--- src/rtl/mirq_pkg.sv ---
package mirq_pkg;

    typedef enum logic [2:0] {
        S_IDLE,
        S_MASK,
        S_STAT,
        S_SRC,
        S_IRQ
    } mirq_state_e;

    localparam logic [7:0] MARK_BYTE = 8'hFF;

endpackage

--- src/rtl/mirq_lsb_find.sv ---
module mirq_lsb_find #(
    parameter int W  = 16,
    localparam int IW = (W > 1) ? $clog2(W) : 1
) (
    input  logic [W-1:0]  vec,
    output logic          found,
    output logic [IW-1:0] idx
);

    // Scan from the top so the lowest set bit is the last one kept.
    always_comb begin
        found = |vec;
        idx   = '0;
        for (int i = W - 1; i >= 0; i--) begin
            if (vec[i]) idx = IW'(i);
        end
    end

endmodule

--- src/rtl/mirq_pend_bank.sv ---
module mirq_pend_bank #(
    parameter int N_UNITS = 64,
    parameter int VEC_W   = 16,
    localparam int UNIT_W = $clog2(N_UNITS)
) (
    input  logic              clk,
    input  logic              rst_n,
    input  logic              set_vld,
    input  logic [UNIT_W-1:0] set_unit,
    input  logic [VEC_W-1:0]  set_vec,
    input  logic              clr_vld,
    input  logic [UNIT_W-1:0] clr_unit,
    output logic              any,
    output logic [UNIT_W-1:0] sel_unit,
    output logic [VEC_W-1:0]  sel_vec
);

    logic [VEC_W-1:0]   pend_q [N_UNITS];
    logic [N_UNITS-1:0] nz;

    for (genvar u = 0; u < N_UNITS; u++) begin : g_unit
        logic hit_set;
        logic hit_clr;
        assign hit_set = set_vld && (set_unit == UNIT_W'(u));
        assign hit_clr = clr_vld && (clr_unit == UNIT_W'(u));

        // A new event wins over a clear in the same cycle, so nothing is lost.
        always_ff @(posedge clk or negedge rst_n) begin
            if (!rst_n) begin
                pend_q[u] <= '0;
            end else if (hit_set || hit_clr) begin
                pend_q[u] <= (hit_clr ? '0 : pend_q[u]) | (hit_set ? set_vec : '0);
            end
        end

        assign nz[u] = |pend_q[u];
    end

    mirq_lsb_find #(.W(N_UNITS)) u_unit_pick (
        .vec   (nz),
        .found (any),
        .idx   (sel_unit)
    );

    assign sel_vec = pend_q[sel_unit];


    pend_keep_chk: assert property (@(posedge clk) disable iff (!rst_n)
        (set_vld && (|set_vec)) |=> any);

endmodule

--- src/rtl/mirq_reporter.sv ---
module mirq_reporter
    import mirq_pkg::*;
#(
    parameter int N_UNITS       = 64,
    parameter int VEC_W         = 16,
    parameter int ADDR_W        = 32,
    parameter int STAT_ALIGN_LG = 12,
    parameter int SRC_ALIGN_LG  = 6,
    localparam int UNIT_W       = $clog2(N_UNITS),
    localparam int BIT_W        = $clog2(VEC_W)
) (
    input  logic              clk,
    input  logic              rst_n,
    input  logic              evt_valid,
    input  logic [UNIT_W-1:0] evt_unit,
    input  logic [VEC_W-1:0]  evt_vec,
    input  logic [ADDR_W-1:0] status_base,
    input  logic [ADDR_W-1:0] source_base,
    output logic              cfg_err,
    output logic              mem_req,
    output logic              mem_we,
    output logic [ADDR_W-1:0] mem_addr,
    output logic [7:0]        mem_wdata,
    input  logic              mem_ack,
    input  logic [VEC_W-1:0]  mem_rdata,
    output logic              host_irq
);

    // One marker byte per unit, so the enable word sits right after the source area.
    localparam int MASK_OFS = N_UNITS;

    mirq_state_e state_q, state_d;

    logic [UNIT_W-1:0] unit_q;
    logic [VEC_W-1:0]  work_q;
    logic              pend_any;
    logic [UNIT_W-1:0] pend_unit;
    logic [VEC_W-1:0]  pend_vec;
    logic              start;
    logic              bit_found;
    logic [BIT_W-1:0]  bit_idx;
    logic [VEC_W-1:0]  work_rest;
    logic [VEC_W-1:0]  work_masked;
    logic [ADDR_W-1:0] stat_addr;
    logic [ADDR_W-1:0] src_addr;
    logic [ADDR_W-1:0] mask_addr;

    assign cfg_err = (|status_base[STAT_ALIGN_LG-1:0]) || (|source_base[SRC_ALIGN_LG-1:0]);
    assign start   = (state_q == S_IDLE) && pend_any && !cfg_err;

    mirq_pend_bank #(.N_UNITS(N_UNITS), .VEC_W(VEC_W)) u_pend (
        .clk      (clk),
        .rst_n    (rst_n),
        .set_vld  (evt_valid),
        .set_unit (evt_unit),
        .set_vec  (evt_vec),
        .clr_vld  (start),
        .clr_unit (pend_unit),
        .any      (pend_any),
        .sel_unit (pend_unit),
        .sel_vec  (pend_vec)
    );

    mirq_lsb_find #(.W(VEC_W)) u_bit_pick (
        .vec   (work_q),
        .found (bit_found),
        .idx   (bit_idx)
    );

    assign work_rest   = work_q & ~(VEC_W'(1) << bit_idx);
    assign work_masked = work_q & mem_rdata;

    // Each unit owns a VEC_W-byte slot in the status area.
    assign stat_addr = status_base + (ADDR_W'(unit_q) << BIT_W) + ADDR_W'(bit_idx);
    assign src_addr  = source_base + ADDR_W'(unit_q);
    assign mask_addr = source_base + ADDR_W'(MASK_OFS);

    // State register
    always_ff @(posedge clk or negedge rst_n) begin
        if (!rst_n) state_q <= S_IDLE;
        else        state_q <= state_d;
    end

    // Next state
    always_comb begin
        state_d = state_q;
        unique case (state_q)
            S_IDLE: if (start)   state_d = S_MASK;
            S_MASK: if (mem_ack) state_d = (work_masked == '0) ? S_IDLE : S_STAT;
            S_STAT: if (mem_ack && (work_rest == '0)) state_d = S_SRC;
            S_SRC:  if (mem_ack) state_d = S_IRQ;
            S_IRQ:  state_d = S_IDLE;
            default: state_d = S_IDLE;
        endcase
    end

    // Working registers
    always_ff @(posedge clk or negedge rst_n) begin
        if (!rst_n) begin
            unit_q <= '0;
            work_q <= '0;
        end else begin
            unique case (state_q)
                S_IDLE: if (start) begin
                    unit_q <= pend_unit;
                    work_q <= pend_vec;
                end
                S_MASK: if (mem_ack) work_q <= work_masked;
                S_STAT: if (mem_ack) work_q <= work_rest;
                default: ;
            endcase
        end
    end

    // Outputs
    always_comb begin
        mem_req   = 1'b0;
        mem_we    = 1'b0;
        mem_addr  = '0;
        mem_wdata = '0;
        host_irq  = 1'b0;
        unique case (state_q)
            S_MASK: begin
                mem_req  = 1'b1;
                mem_addr = mask_addr;
            end
            S_STAT: begin
                mem_req   = 1'b1;
                mem_we    = 1'b1;
                mem_addr  = stat_addr;
                mem_wdata = MARK_BYTE;
            end
            S_SRC: begin
                mem_req   = 1'b1;
                mem_we    = 1'b1;
                mem_addr  = src_addr;
                mem_wdata = MARK_BYTE;
            end
            S_IRQ:   host_irq = 1'b1;
            default: ;
        endcase
    end

    // Input assumption on the memory port
    ack_only_req_chk: assert property (@(posedge clk) disable iff (!rst_n)
        mem_ack |-> mem_req);


    req_hold_chk: assert property (@(posedge clk) disable iff (!rst_n)
        (mem_req && !mem_ack) |=> (mem_req && $stable(mem_addr) && $stable(mem_we)));


    irq_after_ack_chk: assert property (@(posedge clk) disable iff (!rst_n)
        host_irq |-> ($past(mem_ack) && $past(mem_we)));


    irq_pulse_chk: assert property (@(posedge clk) disable iff (!rst_n)
        host_irq |=> !host_irq);


    all_masked_chk: assert property (@(posedge clk) disable iff (!rst_n)
        ((state_q == S_MASK) && mem_ack && (work_masked == '0)) |=> (!mem_req && !host_irq));


    cfg_hold_chk: assert property (@(posedge clk) disable iff (!rst_n)
        ((state_q == S_IDLE) && cfg_err) |=> !mem_req);


    stat_bit_chk: assert property (@(posedge clk) disable iff (!rst_n)
        (state_q == S_STAT) |-> bit_found);

endmodule

--- config.mk ---
export PLATFORM = sky130hd
export DESIGN_NAME = mirq_reporter
export DESIGN_NICKNAME = d
export VERILOG_FILES = /design/src/rtl/mirq_pkg.sv /design/src/rtl/mirq_lsb_find.sv /design/src/rtl/mirq_pend_bank.sv /design/src/rtl/mirq_reporter.sv
export SDC_FILE = /design/constraint.sdc
export NUM_CORES = 2
export LEC_CHECK = 0
export ABC_AREA = 1
export BUFFER_PORTS_ARGS = -buffer_cell sky130_fd_sc_hd__buf_2
export CAP_MARGIN = 20
export CELL_PAD_IN_SITES_DETAIL_PLACEMENT = 0
export CELL_PAD_IN_SITES_GLOBAL_PLACEMENT = 1
export CORE_MARGIN = 4
export CORE_UTILIZATION = 47
export CTS_CLUSTER_SIZE = 8
export DETAILED_ROUTE_END_ITERATION = 6
export PLACE_DENSITY_LB_ADDON = 0.1
export SETUP_SLACK_MARGIN = 0.3
export SLEW_MARGIN = 20
export SYNTH_ARGS = -nofsm -noshare
export SYNTH_HDL_FRONTEND = slang
export SYNTH_SLANG_ARGS = --single-unit
--- constraint.sdc ---
create_clock -name clk -period 6.3 [get_ports clk]
set_input_delay 1.26 -clock clk [delete_from_list [all_inputs] [get_ports clk]]
set_output_delay 1.26 -clock clk [all_outputs]
set_load 0.005 [all_outputs]
==> results.toml <==
[worst_setup_path]
critPathLaunchType = "flip-flop"
crit_top_cell = "buf_4"
cp_slowest_cell = "dfrtp_1"
crit_buf_inv = 51
worstPathArrival_ns = 7.56
worst-path-stages = 57
r2r_cells = 57
crit_type = "reg -> reg"
cp_slowest_stage_delay_ns = 0.40
critPathMaxFanout = 3
critPathCaptureType = "flip-flop"
required_ns = 6.91
critical_path.top_delay_family = "buffers and inverters"

[timing]
fin_crit_ns = 6.96
slew_violations = 0
worst_pin_slew_ns = 1.24
setup_tns_ns = -24.34
worst_slack_ns = -0.657
skew_ns = 0.0371
fin_worst_hold_slack_ns = 0.517
slew_headroom_pct = 17.2
rsz0062_at_grt = "true"
hold_viol_final = 0
period_share_pct = 110
max_freq_mhz = 144
setup_viol_count_final = 187

[route]
drtIter0Drc = 8052
drc = 1
ant_nets = 0
firstDrtPassIters = 7
via_count = 60176
vias_per_cell = 6.45
wl_per_cell_um = 27.0
drt_wl_total_um = 252000

[synth]
synth_cell_type_count = 50
synth_seq_cells = 1049
syn_inst = 7380
yosysSeqAreaShare_pct = 46.9
async_reset_ff_share_pct = 100
synth_ff_type = "dfrtp_1"
yosys_warnings = 0
syn_nets = 7505
avgSynthCellArea_um2 = 7.59
synth_edf_count = 0
syn-cell-area_um2 = 56000

[power_and_ir_drop]
comb_power_share_pct = 21.4
netSwitchingFraction_pct = 32.2
p_seq_share_pct = 41.7
cellPowerDensity_nw_per_um2 = 282
p_leak_nw = 31.9
pwr-share-clk_pct = 36.9
p_sw_mw = 6.38
p_int_mw = 13.4
total_power_mw = 19.8
irDropWorstVdd_mv = 0.285

[final_layout]
final_area_um2 = 70200
nFillCells = 10798
nNetsFinal = 7880
area_growth_pct = 25.3
drive_above_1_share_pct = 20.1
final_cell_count_no_fill = 9325
seqCellArea_um2 = 26300
multiInputGateArea_um2 = 27300
postLayoutCoreUtil_pct = 59.3

[cts]
cts_root_buf = "clkbuf_16"
ctsHtreeMaxLevel = 4
cts_buffer_depth = 3
numCtsBuffers = 149
clk_pin_slew_ns = 0.05
clock_latency_ns = 0.79
cts_tree = "built"
numClockSinks = 1049
hold_buffers = 0

[die]
io_pins = 150
fp.coreArea_um2 = 118000
die_w_um = 353
die-area_um2 = 125000
die_h_um = 353
start_util_pct = 47.4
rows = 126

[run]
max_cap_viol_count = 0

[placed_design]
hpwl_um = 158000
placed_cells = 8945
place_ws_ns = -0.132
routabilityCongestion = 0.997
place_area_um2 = 61100
portBuffers = 149

[worst_hold_path]
min_path_cells = 2
hold_class = "reg -> reg"

[global_route]
grt_overflow = 0
grt_max_degree = 162
antenna_found_initial = 15
grt_use_total_pct = 38.0
grt_pass1_wl_um = 363000
grt_pass1_vias = 55787

[status]
violations = "design-rule violations, negative setup slack"
status = "finished with violations"
path summary, 6_finish.rpt:
path,start,endpoint,slack (ns)
min in group asynchronous,rst_n,u_pend.pend_q[497],0.53
worst min register to register,u_pend.pend_q[852],u_pend.pend_q[852],0.52
worst max register to register,work_q[15],state_q[1],-0.66
worst max-delay path,work_q[15],state_q[1],-0.66
max in group asynchronous,rst_n,u_pend.pend_q[842],4.19
worst min-delay path,u_pend.pend_q[852],u_pend.pend_q[852],0.52
power by group through the flow:
stage | combinational (mW) | clock (mW) | sequential (mW)
floorplan | 1.99 | 0 | 8.10
global placement | 3.47 | 0 | 8.29
detailed placement | 3.52 | 0 | 8.31
CTS | 3.87 | 7.35 | 8.21
global route | 4.58 | 7.63 | 8.34
finish | 4.24 | 7.31 | 8.27
synth_stat cells, types with 25 or more instances:
| cell | n | area (µm²) |
|---|---|---|
| clkinv_1 | 69 | 259 |
| inv_1 | 498 | 1870 |
| nor3_1 | 27 | 135 |
| o22ai_1 | 154 | 963 |
| o21ai_0 | 1526 | 7640 |
| inv_2 | 25 | 93.8 |
| nand4_1 | 350 | 2190 |
| nand2_1 | 1247 | 4680 |
| nor4_1 | 230 | 1440 |
| a21oi_1 | 71 | 355 |
| nor2_1 | 330 | 1240 |
| o21ai_1 | 288 | 1440 |
| dfrtp_1 | 1049 | 26300 |
| buf_2 | 88 | 440 |
| nand3_1 | 754 | 3770 |
| clkbuf_1 | 500 | 1880 |
| nand3b_1 | 32 | 240 |
metal layers:
layer | vias up | track usage (%) | wire length (µm)
met5 | - | 0 | 27
met4 | 4 | 15.5 | 12300
met3 | 674 | 10.2 | 29200
met2 | 3666 | 55.1 | 108000
met1 | 29486 | 53.8 | 102000
li1 | 26346 | - | -
placed cells by master, fill, tap and decap left out, types with 17 or more instances in the layout:
cell type and count:
clkbuf_16 182, nand3b_1 32, o21ai_2 27, a21oi_2 25, o22ai_1 136, inv_1 461
nand4_1 350, inv_2 59, buf_2 149, nor2_1 237, a21oi_1 43, o21ai_0 1414
buf_12 89, nor3_1 17, nor2_2 61, buf_6 68, nor4_1 223, nand2_4 34
nor2_4 35, dfrtp_1 1049, nand3_1 682, buf_16 20, o221ai_1 17, nand2_1 1053
o21ai_1 372, buf_4 475, diode_2 18, nand2_2 152, clkinv_1 53, nand3_2 65
layout make-up:
cell class | instances | area share (%)
antenna | 18 | 0.0642
clock buffer | 158 | 5.47
clock inverter | 9 | 0.177
inverter | 592 | 3.22
multi-input combinational | 5115 | 38.9
sequential | 1049 | 37.4
tap | 1536 | 2.74
timing repair buffer | 848 | 12.1
worst register-to-register path, delay by kind of cell (launching register included):
family / cells / cell delay [ns]
buffers and inverters: 51 / 5.83
AND/OR/NAND/NOR: 3 / 0.36
flip-flops: 1 / 0.40
AO/OA/AOI/OAI: 3 / 0.23
flip-flops by register name, summed over array words and instances (netlist names):
name and cells:
state_q 3, u_pend.pend_q 1024, unit_q 6, work_q 16
repair_timing:
action,in CTS,in global routing
pin swaps,125,208
resized for setup,327,503
endpoints found under the setup margin,355,1064
gates cloned,17,36
setup buffers,94,48
cell families (layout without fill, tap and decap cells):
logic type	Yosys count	in the layout	synth area share [%]
xor+xnor	3	3	0.0469
buf+inv	1216	1607	8.45
flops	1049	1049	46.9
fa+ha+maj	19	19	0.451
compound gates	2107	2107	19.5
other cells	0	18	0
simple gates	2986	2986	24.7
Power figures use the tool's default switching activity.
